==> src/rtl/pic_pkg.sv <==
package pic_pkg;

    // Channel indices; lower index means higher priority.
    localparam int unsigned CH_SHARED = 0;
    localparam int unsigned CH_TIMER  = 1;
    localparam int unsigned CH_TEC    = 2;
    localparam int unsigned NUM_SRC_CH = 3;

    // Active-low source status bits for the shared vector.
    typedef struct packed {
        logic drdy_n;
        logic bfail_n;
    } stat_t;

endpackage

==> src/rtl/pic_prio.sv <==
module pic_prio #(
    parameter int unsigned NUM_CH   = 3,
    parameter int unsigned VEC_W    = 8,
    parameter int unsigned VEC_BASE = 4,
    parameter int unsigned VEC_STEP = 4
) (
    input  logic [NUM_CH-1:0] req_i,
    output logic              any_o,
    output logic [NUM_CH-1:0] gnt_o,
    output logic [VEC_W-1:0]  vec_o
);

    // blk[i] is high when some lower-index channel requests.
    logic [NUM_CH:0] blk;
    assign blk[0] = 1'b0;

    for (genvar i = 0; i < NUM_CH; i++) begin : g_chain
        assign gnt_o[i]  = req_i[i] & ~blk[i];
        assign blk[i+1]  = blk[i] | req_i[i];
    end

    assign any_o = blk[NUM_CH];

    always_comb begin
        vec_o = '0;
        for (int i = 0; i < NUM_CH; i++) begin
            if (gnt_o[i]) vec_o = VEC_W'(VEC_BASE + i * VEC_STEP);
        end
    end

endmodule

==> src/rtl/pic_status.sv <==
module pic_status
    import pic_pkg::*;
#(
    parameter int unsigned DATA_W    = 8,
    parameter int unsigned DRDY_BIT  = 7,
    parameter int unsigned BFAIL_BIT = 4
) (
    input  logic              clk,
    input  logic              rst_n,
    input  logic              drdy_ev_i,
    input  logic              bfail_ev_i,
    input  logic              we_i,
    input  logic [DATA_W-1:0] wdata_i,
    output logic [DATA_W-1:0] rdata_o
);

    stat_t st_d, st_q;

    logic unused_wbits;
    assign unused_wbits = ^wdata_i;

    always_comb begin
        st_d = st_q;
        if (we_i) begin
            st_d.drdy_n  = wdata_i[DRDY_BIT];
            st_d.bfail_n = wdata_i[BFAIL_BIT];
        end
        if (drdy_ev_i)  st_d.drdy_n  = 1'b0;
        if (bfail_ev_i) st_d.bfail_n = 1'b0;
    end

    always_ff @(posedge clk or negedge rst_n) begin
        if (!rst_n) st_q <= '1;
        else        st_q <= st_d;
    end

    always_comb begin
        rdata_o            = '0;
        rdata_o[DRDY_BIT]  = st_q.drdy_n;
        rdata_o[BFAIL_BIT] = st_q.bfail_n;
    end

    // a low-battery event drives its status bit low at the next edge
    a_r10_bfail_low: assert property (@(posedge clk) disable iff (!rst_n)
        bfail_ev_i |=> !rdata_o[BFAIL_BIT]);

    // a data-ready event drives its status bit low at the next edge
    a_r10_drdy_low: assert property (@(posedge clk) disable iff (!rst_n)
        drdy_ev_i |=> !rdata_o[DRDY_BIT]);

endmodule

==> src/rtl/prio_irq_ctrl.sv <==
module prio_irq_ctrl
    import pic_pkg::*;
#(
    parameter int unsigned DATA_W    = 8,
    parameter int unsigned NUM_CH    = NUM_SRC_CH,
    parameter int unsigned VEC_W     = 8,
    parameter int unsigned VEC_BASE  = 4,
    parameter int unsigned VEC_STEP  = 4,
    parameter int unsigned DRDY_BIT  = 7,
    parameter int unsigned BFAIL_BIT = 4
) (
    input  logic              clk,
    input  logic              rst_n,
    input  logic              ev_drdy_i,
    input  logic              ev_bfail_i,
    input  logic              ev_timer_i,
    input  logic              ev_tec_i,
    input  logic              ctl_we_i,
    input  logic [DATA_W-1:0] ctl_wdata_i,
    output logic [DATA_W-1:0] ctl_rdata_o,
    input  logic              stat_we_i,
    input  logic [DATA_W-1:0] stat_wdata_i,
    output logic [DATA_W-1:0] stat_rdata_o,
    input  logic              stack_full_i,
    output logic              push_o,
    output logic [VEC_W-1:0]  vec_o,
    output logic              wake_o
);

    localparam int unsigned EN_LSB  = 1;
    localparam int unsigned FLG_LSB = EN_LSB + NUM_CH;

    typedef struct packed {
        logic              mstr;
        logic [NUM_CH-1:0] en;
        logic [NUM_CH-1:0] flag;
    } ctl_t;

    ctl_t ctl_d, ctl_q;

    logic [NUM_CH-1:0] ch_ev;
    logic [NUM_CH-1:0] pend;
    logic [NUM_CH-1:0] gnt;
    logic [VEC_W-1:0]  sel_vec;
    logic              any_pend;
    logic              take;

    logic unused_ctl_bits;
    assign unused_ctl_bits = ^ctl_wdata_i;

    // Map sources onto channels; two sources share the first channel.
    always_comb begin
        ch_ev            = '0;
        ch_ev[CH_SHARED] = ev_drdy_i | ev_bfail_i;
        ch_ev[CH_TIMER]  = ev_timer_i;
        ch_ev[CH_TEC]    = ev_tec_i;
    end

    assign pend = ctl_q.en & ctl_q.flag;

    pic_prio #(
        .NUM_CH   (NUM_CH),
        .VEC_W    (VEC_W),
        .VEC_BASE (VEC_BASE),
        .VEC_STEP (VEC_STEP)
    ) prio_i (
        .req_i (pend),
        .any_o (any_pend),
        .gnt_o (gnt),
        .vec_o (sel_vec)
    );

    assign take   = ctl_q.mstr & any_pend & ~stack_full_i;
    assign push_o = take;
    assign vec_o  = take ? sel_vec : '0;
    assign wake_o = any_pend;

    // Next state: software write, then entry clear, then event set.
    always_comb begin
        ctl_d = ctl_q;
        if (ctl_we_i) begin
            ctl_d.mstr = ctl_wdata_i[0];
            ctl_d.en   = ctl_wdata_i[EN_LSB +: NUM_CH];
            ctl_d.flag = ctl_wdata_i[FLG_LSB +: NUM_CH];
        end
        if (take) begin
            ctl_d.mstr = 1'b0;
            ctl_d.flag = ctl_d.flag & ~gnt;
        end
        ctl_d.flag = ctl_d.flag | ch_ev;
    end

    always_ff @(posedge clk or negedge rst_n) begin
        if (!rst_n) ctl_q <= '0;
        else        ctl_q <= ctl_d;
    end

    always_comb begin
        ctl_rdata_o                     = '0;
        ctl_rdata_o[0]                  = ctl_q.mstr;
        ctl_rdata_o[EN_LSB +: NUM_CH]   = ctl_q.en;
        ctl_rdata_o[FLG_LSB +: NUM_CH]  = ctl_q.flag;
    end

    pic_status #(
        .DATA_W    (DATA_W),
        .DRDY_BIT  (DRDY_BIT),
        .BFAIL_BIT (BFAIL_BIT)
    ) status_i (
        .clk        (clk),
        .rst_n      (rst_n),
        .drdy_ev_i  (ev_drdy_i),
        .bfail_ev_i (ev_bfail_i),
        .we_i       (stat_we_i),
        .wdata_i    (stat_wdata_i),
        .rdata_o    (stat_rdata_o)
    );

    // entry clears the global enable at the next edge
    a_r5_mstr_cleared: assert property (@(posedge clk) disable iff (!rst_n)
        push_o |=> !ctl_rdata_o[0]);

    // push never lasts two cycles
    a_r5_single_push: assert property (@(posedge clk) disable iff (!rst_n)
        push_o |=> !push_o);

    // a full stack blocks entry
    a_r8_stack_blocks: assert property (@(posedge clk) disable iff (!rst_n)
        stack_full_i |-> !push_o);

    // no entry while the global enable reads clear
    a_r6_master_gates: assert property (@(posedge clk) disable iff (!rst_n)
        !ctl_rdata_o[0] |-> !push_o);

    // a timer event always leaves its flag set
    a_r2_timer_flag: assert property (@(posedge clk) disable iff (!rst_n)
        ev_timer_i |=> ctl_rdata_o[FLG_LSB + CH_TIMER]);

    // every entry is also a wake-up condition
    a_r9_wake_on_push: assert property (@(posedge clk) disable iff (!rst_n)
        push_o |-> wake_o);

    // a pending shared channel always owns the vector
    a_r4_shared_first: assert property (@(posedge clk) disable iff (!rst_n)
        (push_o && ctl_rdata_o[EN_LSB + CH_SHARED] && ctl_rdata_o[FLG_LSB + CH_SHARED])
        |-> (vec_o == VEC_W'(VEC_BASE)));

endmodule

==> config.mk <==
export PLATFORM = sky130hd
export DESIGN_NAME = prio_irq_ctrl
export DESIGN_NICKNAME = d
export VERILOG_FILES = /design/src/rtl/pic_pkg.sv /design/src/rtl/pic_prio.sv /design/src/rtl/pic_status.sv /design/src/rtl/prio_irq_ctrl.sv
export SDC_FILE = /design/constraint.sdc
export NUM_CORES = 1
export LEC_CHECK = 0
export BUFFER_PORTS_ARGS = -buffer_cell sky130_fd_sc_hd__buf_2
export CORE_MARGIN = 2
export CORE_UTILIZATION = 38
export DETAILED_ROUTE_END_ITERATION = 16
export GPL_ROUTABILITY_DRIVEN = 1
export PLACE_DENSITY = 0.82
export SLEW_MARGIN = 25
export SYNTH_ARGS = -nofsm -noshare
export SYNTH_HDL_FRONTEND = slang
export SYNTH_SLANG_ARGS = --single-unit
==> constraint.sdc <==
create_clock -name clk -period 2.3 [get_ports clk]
set_input_delay 0.115 -clock clk [delete_from_list [all_inputs] [get_ports clk]]
set_output_delay 0.115 -clock clk [all_outputs]
set_load 0.02 [all_outputs]
Word level (Yosys, flattened, before mapping)
Index checks and enable logic that the tools add are counted.
Word-level totals
  bits in registers: 9
  bits of input ports: 25
  output and inout bits: 26
  word-level logic and storage cells: 32
Operators by class
  mux-type cells: 10
  bitwise operators: 14
  reduce and logical (&&, ||, !) cells: 3
Operators with widths (number)
  $mux W8: 3
  $mux W7: 1
  $and A3 B3 Y3: 2
  $mux W3: 2
  $reduce_bool A2 Y1: 3
  $and A1 B1 Y1: 4
  $mux W1: 3
  $not A1 Y1: 3
  $not A3 Y3: 1
  $or A1 B1 Y1: 3
  $or A3 B3 Y3: 1
  $mux W2: 1

Logic depth before layout (Yosys ltp)
Gate-level depths: netlist of run 1.
  depth in word-level cells: 8
  depth in mapped cells: 3
  mapped depth without buffers: 3

By module
Synthesis of run 1 repeated with hierarchy kept, for this count alone.
Unflattened totals
  cell total of the unflattened synthesis: 66
  area, all modules: 640.6 um^2
By module, submodules not included
  prio_irq_ctrl: instances 1, cells an instance 38, area an instance 419.2 um^2
  pic_status: instances 1, cells an instance 13, area an instance 128.9 um^2
  pic_prio: instances 1, cells an instance 15, area an instance 92.6 um^2

Least setup slack after synthesis of run 1
OpenSTA, ideal clock, no wires.
  path kind: register to output
  start point: register ctl_q (netlist bit ctl_rdata_o[6])
  end point: output port vec_o[3]
  arrival time: 1168 ps
  data required time: 2185 ps
  setup slack: 1017 ps
  cell stages (with the launch flop): 3
  path buffers: 0
  cell sequence: dfrtp_1 -> a22oi_2 -> nor3b_1
On the way
  cells in the longest elaborated chain, start to end: 5
  elaborated cells on any way between the ends: 7
  those cells by class: 2 x mux; 5 x bitwise
RTL lines
  start: declaration: RTL line prio_irq_ctrl.sv:39  | ctl_t ctl_d, ctl_q;
  start signal: assignment: RTL line prio_irq_ctrl.sv:95  | else ctl_q <= ctl_d;
  $and A3 B3 Y3 *: RTL line prio_irq_ctrl.sv:59  | assign pend = ctl_q.en & ctl_q.flag;
  $or A1 B1 Y1: RTL line pic_prio.sv:19  | assign blk[i+1] = blk[i] | req_i[i];
  $and A1 B1 Y1 (2 in series): RTL line prio_irq_ctrl.sv:73  | assign take = ctl_q.mstr & any_pend & ~stack_full_i;
  $mux W8 *: RTL line prio_irq_ctrl.sv:75  | assign vec_o = take ? sel_vec : '0;
  end: declaration: RTL line prio_irq_ctrl.sv:26  | output logic [VEC_W-1:0] vec_o,
Mark *: on every way between the ends. The rest lies on a longest branch, timed or not.

Final worst setup path of run 1
  start point: register ctl_q (netlist bit ctl_rdata_o[1])
  end point: output port vec_o[3]
On the way
  cells in the longest elaborated chain, start to end: 6
  elaborated cells on any way between the ends: 12
  those cells by class: 3 x mux; 9 x bitwise
RTL lines (RTL line)
  $and A3 B3 Y3 *: prio_irq_ctrl.sv:59
  $or A1 B1 Y1 / $not A1 Y1 (equally long branches): pic_prio.sv:19, pic_prio.sv:18
  $or A1 B1 Y1 (tied with other cells): pic_prio.sv:19
  $and A1 B1 Y1 (tied with other cells): prio_irq_ctrl.sv:73
  $and A1 B1 Y1 / $mux W8 (equally long branches): prio_irq_ctrl.sv:73, pic_prio.sv:27
  $mux W8 *: prio_irq_ctrl.sv:75
Marked as above.

==> key figures, run 1 <==
Floorplanning
  – Die X-Extent: 42.02 microns
  – Die Height: 42.02 microns
  – Area of the core region: 1334 sq um
  – Die outline area: 1766 sq um
  – Boundary Pins: 51
  – Starting density of the core: 41.18%
  – Number of placement rows: 13

Clock tree
  – Maximum number of buffers from clock root to sink: 2
  – Reg clk slew, reported paths: 60 ps
  – Clock tree from TritonCTS: yes
  – Postcts setup bufs: 0
  – Clock tree sinks: 9
  – Clk root buf: clkbuf_4
  – H-tree levels: 1
  – Number of clock buffers inserted by TritonCTS: 3
  – Worst skew pair latency: 270 ps

Setup path
  – Worst setup path class: reg -> out
  – Arrival time worst endpoint: 1240 ps
  – Highest cell delay on the worst timing path: 410 ps
  – CP endpoint kind: output pin
  – Crit Path Max Fanout: 7
  – Slowest cell on the critical path: dfrtp_1
  – WP data required: 2180 ps
  – Nature of the critical path startpoint: flop
  – Sum of buffers and inverters on the critical path: 1
  – Worst-path cell chain: nand2_2, nor3b_1, buf_2
  – Cell family with most CP delay: flip-flops
  – Origin of the worst setup path: ctl_rdata_o[1]$_DFFE_PN0P_
  – Worst reg2reg path startpoint: ctl_rdata_o[1]$_DFFE_PN0P_

Placed design
  – Worst Setup Slack post-DPL: 1250 ps
  – Quantity of I/O buffers inserted on ports: 30
  – Cell area after placement: 660.6 sq um
  – Placer's final routability congestion estimate: 0.7440
  – Half-perimeter wire length of the detailed placement result: 863.5 microns
  – Post-placement cell count: 96

Route
  – Post-detailed-route via-to-cell ratio: 4.621
  – Violation count after the first detailed-routing iteration: 8
  – Routed vias: 476
  – DRT Pass-1 Iters: 4
  – DRC: 0
  – DRT antenna net count: 0
  – Final wirelength: 1109 microns
  – Wire length per cell: 10.77 microns

Timing
  – Minimum setup slack in the final design: 945.3 ps
  – Final period utilization: 58.90%
  – Final setup fails: 0
  – Largest clock skew in the final design: 4.248 ps
  – Unrepaired setup endpoints after global routing: false
  – Total Neg Setup Slack: 0 ps
  – Highest achievable clock rate: 738.2 MHz
  – Tmin final: 1355 ps
  – Final Slew Violations: 0
  – Number of hold-slack violations in the final timing report: 0

Synth
  – Dominant combinational cell family by area after synthesis: buffers and inverters
  – Cells taking the most area after synthesis: dfrtp_1 32%, buf_4 18%, dfstp_2 9.6%
  – Count of yosys warnings during synthesis: 0
  – Area fraction in and, or, nand and nor cells after synthesis: 15.03%
  – Number of distinct standard cells referenced by the synthesized netlist: 20
  – Gate count after technology mapping: 53
  – Part of the Yosys area used for sequential elements: 41.46%
  – FF+latch count, synth: 9
  – Share of synthesized area spent on multiplexers: 15.26%
  – Synth Area in XOR/XNOR: 0%
  – Post-synthesis compound-gate area fraction: 8.884%
  – Cell area after technology mapping: 549.3 sq um
  – Average instance area after synthesis: 10.36 sq um
  – Fraction of the mapped netlist area in adder cells: 0%
  – Proportion of netlist area held by the largest area contributor: 31.89%
  – Area leader, netlist: dfrtp_1

Pwr
  – Pwr/cell area: 615.4 nW/um^2
  – Design internal power: 0.2896 mW
  – Leakage power summed over all cells: 0.3839 nW
  – Proportion of power drawn by flip-flops and latches: 42.3%
  – Switching share of power: 34.36%
  – Combinational share of power: 29.3%
  – Clock power frac: 28.4%
  – Net switching power: 0.1516 mW
  – Worst vdd rail ir drop: 0.0003797 V

Global route
  – Pin count of the biggest net entering global routing: 10
  – Total congestion overflow after global routing: 0
  – Gr usage total: 13.55%
  – Number of global-route vias before repair: 433
  – Wire length of the first global-routing pass: 1745 microns
  – Number of antenna violations at the first check in global routing: 0

Layout
  – Number of fillers in the final layout: 136
  – Most common cell after layout, fill and taps aside: buf_2
  – Most frequent cells in the layout: 30 x buf_2, 13 x conb_1, 7 x dfrtp_1
  – Share of cells above drive strength 1: 46.59%
  – Number of nets in the layout: 114
  – Area of all placed cells without fillers: 716.9 sq um
  – Area growth from synthesis to final layout: 30.52%
  – Final instance count without filler cells: 103
  – Antenna cells: 0

Worst hold path
  – Worst hold path class: in -> reg
  – Beginning of the worst hold path: ev_tec_i

Outcome
  – Result of the run: finished clean

Run
  – Max-Cap Viols: 0
-- synthesized netlist by cell type --
cell type and number:
o21ai_0 1, dfstp_2 2, dfrtp_1 7, nor2b_1 1
a22oi_2 1, buf_2 1, nand2b_4 1, nor3b_1 2
o21bai_1 2, nor4bb_1 1, nor2_1 4, a21oi_1 2
mux2i_1 5, buf_4 13, o22ai_1 1, mux2_2 3
nand2_2 1, conb_1 1, nand3_1 1, nand2_1 3
-- what timing repair did --
item | CTS | global route
hold buffers | 3 | 0
resized for setup | 0 | 0
hold endpoints to repair | 11 | 0
endpoints found under the setup margin | 0 | 0
-- final timing paths --
check / endpoint / slack [ps] / cells after the start
worst max-delay path: vec_o[3] / 950 / 3
worst min-delay path: ctl_rdata_o[6]$_DFF_PN0_ / 50 / 2
worst max register to register: ctl_rdata_o[6]$_DFF_PN0_ / 1260 / 3
worst min register to register: status_i.rdata_o[4]$_DFFE_PN1P_ / 550 / 2
max in group asynchronous: status_i.rdata_o[4]$_DFFE_PN1P_ / 1830 / 2
min in group asynchronous: ctl_rdata_o[1]$_DFFE_PN0P_ / 220 / 2
-- power by group through the flow --
stage / Combinational, mW / Clock, mW / Sequential, mW
after floorplan: 0.0832 / 0 / 0.205
after global placement: 0.123 / 0 / 0.189
after detailed placement: 0.125 / 0 / 0.190
after CTS: 0.130 / 0.131 / 0.187
after global routing: 0.139 / 0.136 / 0.189
final: 0.129 / 0.125 / 0.187
-- final cells by class --
cell class              instances  area [sq um]  share of cell area, %
well taps                      15         18.77                  2.618
repair buffers                 33         180.2                  25.13
clock buffers                   4         26.28                  3.665
multi-input cells              42         264.0                  36.82
flip-flops and latches          9         227.7                  31.76
-- logic make-up (layout without fill, tap and decap cells) --
family,after synthesis,in the layout
other cells,1,13
simple gates,14,14
flops,9,9
buf+inv,14,37
mux,8,8
compound gates,7,7
-- stage by stage --
step                power (mW)  hold slack, ps  util, %
floorplan               0.2885          -180.6        -
global placement        0.3120          -24.82    49.53
detailed placement      0.3151          -24.07    49.53
CTS                     0.4472           37.71    53.75
global route            0.4647           57.20    53.75
finish                  0.4412           45.19    53.75
-- layer usage --
| layer | up-vias | wire [microns] | track usage [%] |
|---|---|---|---|
| met2 | 30 | 553 | 24.06 |
| met3 | 8 | 93 | 1.724 |
| met4 | 0 | 60 | 14.37 |
| met5 | - | 0 | 0 |
| met1 | 213 | 402 | 12.63 |
| li1 | 225 | - | - |
-- sequential cells by signal (all words and copies together) (netlist names) --
| register | flops |
|---|---|
| status_i.rdata_o | 2 |
| ctl_rdata_o | 7 |
Power figures use the tool's default switching activity.
==> inputs of run 2 (changes only) <==
ABC_AREA = 1   (was default)
CORE_UTILIZATION = 36   (was 38)
PLACE_DENSITY = 0.77   (was 0.82)
clock period = 1.37 ns   (was 2.3 ns; I/O delays follow)
==> run 2 against run 1 <==
Flip-flop and latch count unchanged; highest routed layer is now met3; final cell count increased by 29%; design area increased by 6.5%; largest cell class unchanged; first-iteration DRC count increased by 38%; clock skew decreased by 0.66 ps; utilization decreased by 3.1 points; wire length increased by 7.8%.
==> key figures, run 2 <==
Synth
  – Synth Area in XOR/XNOR: 0%
  – Number of distinct standard cells referenced by the synthesized netlist: 16
  – FF+latch count, synth: 9
  – Average instance area after synthesis: 7.257 sq um
  – Cell area after technology mapping: 580.6 sq um
  – Gate count after technology mapping: 80
  – Dominant combinational cell family by area after synthesis: simple AND/OR/NAND/NOR gates
  – Count of yosys warnings during synthesis: 0
  – Number of flops mapped to enable cells by yosys: 0
  – Part of the Yosys area used for sequential elements: 39.22%
  – Area leader, netlist: dfrtp_1
  – Proportion of netlist area held by the largest area contributor: 30.17%
  – Most instantiated library cell after synthesis: nand2_1
  – Area fraction in and, or, nand and nor cells after synthesis: 33.41%
  – Share of synthesized area spent on multiplexers: 0%
  – Post-synthesis compound-gate area fraction: 2.802%
  – Fraction of the mapped netlist area in adder cells: 0%
  – Primary FF master, synth: dfrtp_1
  – Cells taking the most area after synthesis: dfrtp_1 30%, nand2_1 21%, buf_4 17%
  – Most numerous cell types in the synthesized netlist: 32 x nand2_1, 13 x buf_4, 7 x dfrtp_1, 6 x inv_1, 6 x nor2_1
  – Fraction of registers with async set/reset: 100.0%

Route
  – Post-detailed-route via-to-cell ratio: 4.241
  – Routed vias: 564
  – DRT antenna net count: 0
  – Wire length per cell: 8.992 microns
  – DRC: 0
  – DRT Pass-1 Iters: 4
  – Violation count after the first detailed-routing iteration: 11
  – Final wirelength: 1196 microns

Clock tree
  – Postcts setup bufs: 0
  – Number of clock buffers inserted by TritonCTS: 3
  – Clock tree sinks: 9
  – Maximum number of buffers from clock root to sink: 2
  – Clock tree from TritonCTS: yes
  – Worst skew pair latency: 260 ps
  – Number of buffers inserted by hold repair at cts: 5
  – Reg clk slew, reported paths: 60 ps
  – Post-cts gate resize count: 0
  – Clk root buf: clkbuf_4
  – H-tree levels: 1

Timing
  – Tmin final: 1238 ps
  – Largest clock skew in the final design: 3.592 ps
  – Worst slack on hold paths: 6.786 ps
  – Final period utilization: 90.37%
  – Highest achievable clock rate: 807.7 MHz
  – Total Neg Setup Slack: 0 ps
  – Unrepaired setup endpoints after global routing: false
  – Number of hold-slack violations in the final timing report: 0
  – Final Slew Violations: 0
  – Final setup fails: 0

Worst hold path
  – Worst hold path class: in -> reg
  – Hold-critical path depth: 3
  – Beginning of the worst hold path: ctl_wdata_i[3]
  – Hold Path Sink: ctl_rdata_o[3]$_DFFE_PN0P_

Setup path
  – WP data required: 1300 ps
  – Worst setup path class: reg -> out
  – FF-to-FF path depth: 6
  – Crit Path Max Fanout: 4
  – Flop-to-flop setup slack: 460 ps
  – Crit Reg-Reg Endpoint: ctl_rdata_o[6]$_DFF_PN0_
  – Arrival time worst endpoint: 1170 ps
  – Worst reg2reg path startpoint: ctl_rdata_o[1]$_DFFE_PN0P_
  – CP endpoint kind: output pin
  – Nature of the critical path startpoint: flop

Run
  – Max-Cap Viols: 0

Layout
  – Sequential cell area: 227.7 sq um
  – Most common cell after layout, fill and taps aside: nand2_1
  – Area of the multi-input gates: 259.0 sq um
  – Area growth from synthesis to final layout: 31.47%
  – Max reg flops: 7
  – Share of cells above drive strength 1: 35.04%
  – Antenna cells: 0
  – Number of nets in the layout: 143
  – Most frequent cells in the layout: 32 x nand2_1, 30 x buf_2, 13 x conb_1
  – Number of fillers in the final layout: 164

Floorplanning
  – Area of the core region: 1506 sq um
  – Boundary Pins: 51
  – Starting density of the core: 38.54%
  – Die Height: 44.16 microns
  – Number of placement rows: 14
  – Die outline area: 1950 sq um
  – Die X-Extent: 44.16 microns

Global route
  – Wire length of the first global-routing pass: 1973 microns
  – Number of global-route vias before repair: 484
  – Number of antenna violations at the first check in global routing: 0
  – Total congestion overflow after global routing: 0
  – Pin count of the biggest net entering global routing: 10
  – Gr usage total: 14.03%

Pwr
  – Net switching power: 0.2517 mW
  – Proportion of power drawn by flip-flops and latches: 42.1%
  – Leakage power summed over all cells: 0.4708 nW
  – Design internal power: 0.4778 mW
  – Pwr/cell area: 955.7 nW/um^2
  – Clock power frac: 27.9%
  – Worst vdd rail ir drop: 0.0005030 V
  – Switching share of power: 34.50%
  – Combinational share of power: 30.0%

Placed design
  – Quantity of I/O buffers inserted on ports: 30
  – Half-perimeter wire length of the detailed placement result: 919.9 microns
  – Placer's final routability congestion estimate: 0.7304

Outcome
  – Result of the run: finished clean
run 2: final cells by class:
type,instances,area share (%)
Clock buffer,4,3.443
Timing Repair Buffer,35,26.23
Tap cell,16,2.623
Multi-Input combinational cell,61,33.93
Sequential cell,9,29.84
Inverter,8,3.934
run 2: cell families after synthesis:
logic type / after synthesis
AOI/OAI and AO/OA: 2
DFF: 9
other: 1
buffers and inverters: 22
and+or+nand+nor: 46
run 2: critical path: stages, from the launching register on:
cell	delay, ps
dfrtp_1	420
nand2_2	100
nand2_1	50
inv_1	60
nand2_2	70
nand2_1	60
buf_2	160
run 2: power groups by stage:
stage	Clock [mW]	Combinational [mW]	Sequential (mW)
2_1_floorplan	0	0.142	0.337
3_3_place_gp	0	0.206	0.311
3_5_place_dp	0	0.210	0.312
4_1_cts	0.211	0.220	0.307
5_1_grt	0.229	0.243	0.310
6_report	0.203	0.219	0.307
run 2: metal layers:
layer / vias to the layer above / GRT usage, % / routed length (microns)
met2: 35 / 22.94 / 572
met5: - / 0 / 0
met3: 0 / 5.714 / 145
met4: 0 / 5.455 / 0
li1: 285 / - / -
met1: 244 / 16.37 / 478
run 2: stage by stage:
step | power, mW | instance area [sq um] | setup slack, ps | utilization (%) | instances
floorplan | 0.4792 | 625.6 | 247.3 | - | 92
global placement | 0.5170 | 686.9 | 413.8 | 45.60 | 124
detailed placement | 0.5211 | 686.9 | 396.4 | 45.60 | 124
CTS | 0.7386 | 763.2 | 111.8 | 50.66 | 133
global route | 0.7818 | 763.2 | 32.18 | 50.66 | 133
finish | 0.7294 | 763.2 | 131.9 | 50.66 | 133
run 2: worst max path at each step:
stage	from	endpoint	slack (ps)
after floorplan	ctl_rdata_o[1]$_DFFE_PN0P_	push_o	250
after global routing	ctl_rdata_o[4]$_DFF_PN0_	push_o	30
after detailed placement	ctl_rdata_o[1]$_DFFE_PN0P_	vec_o[3]	400
after CTS	ctl_rdata_o[1]$_DFFE_PN0P_	vec_o[3]	110
after global placement	ctl_rdata_o[0]$_DFFE_PN0P_	vec_o[3]	410
final	ctl_rdata_o[1]$_DFFE_PN0P_	vec_o[2]	130
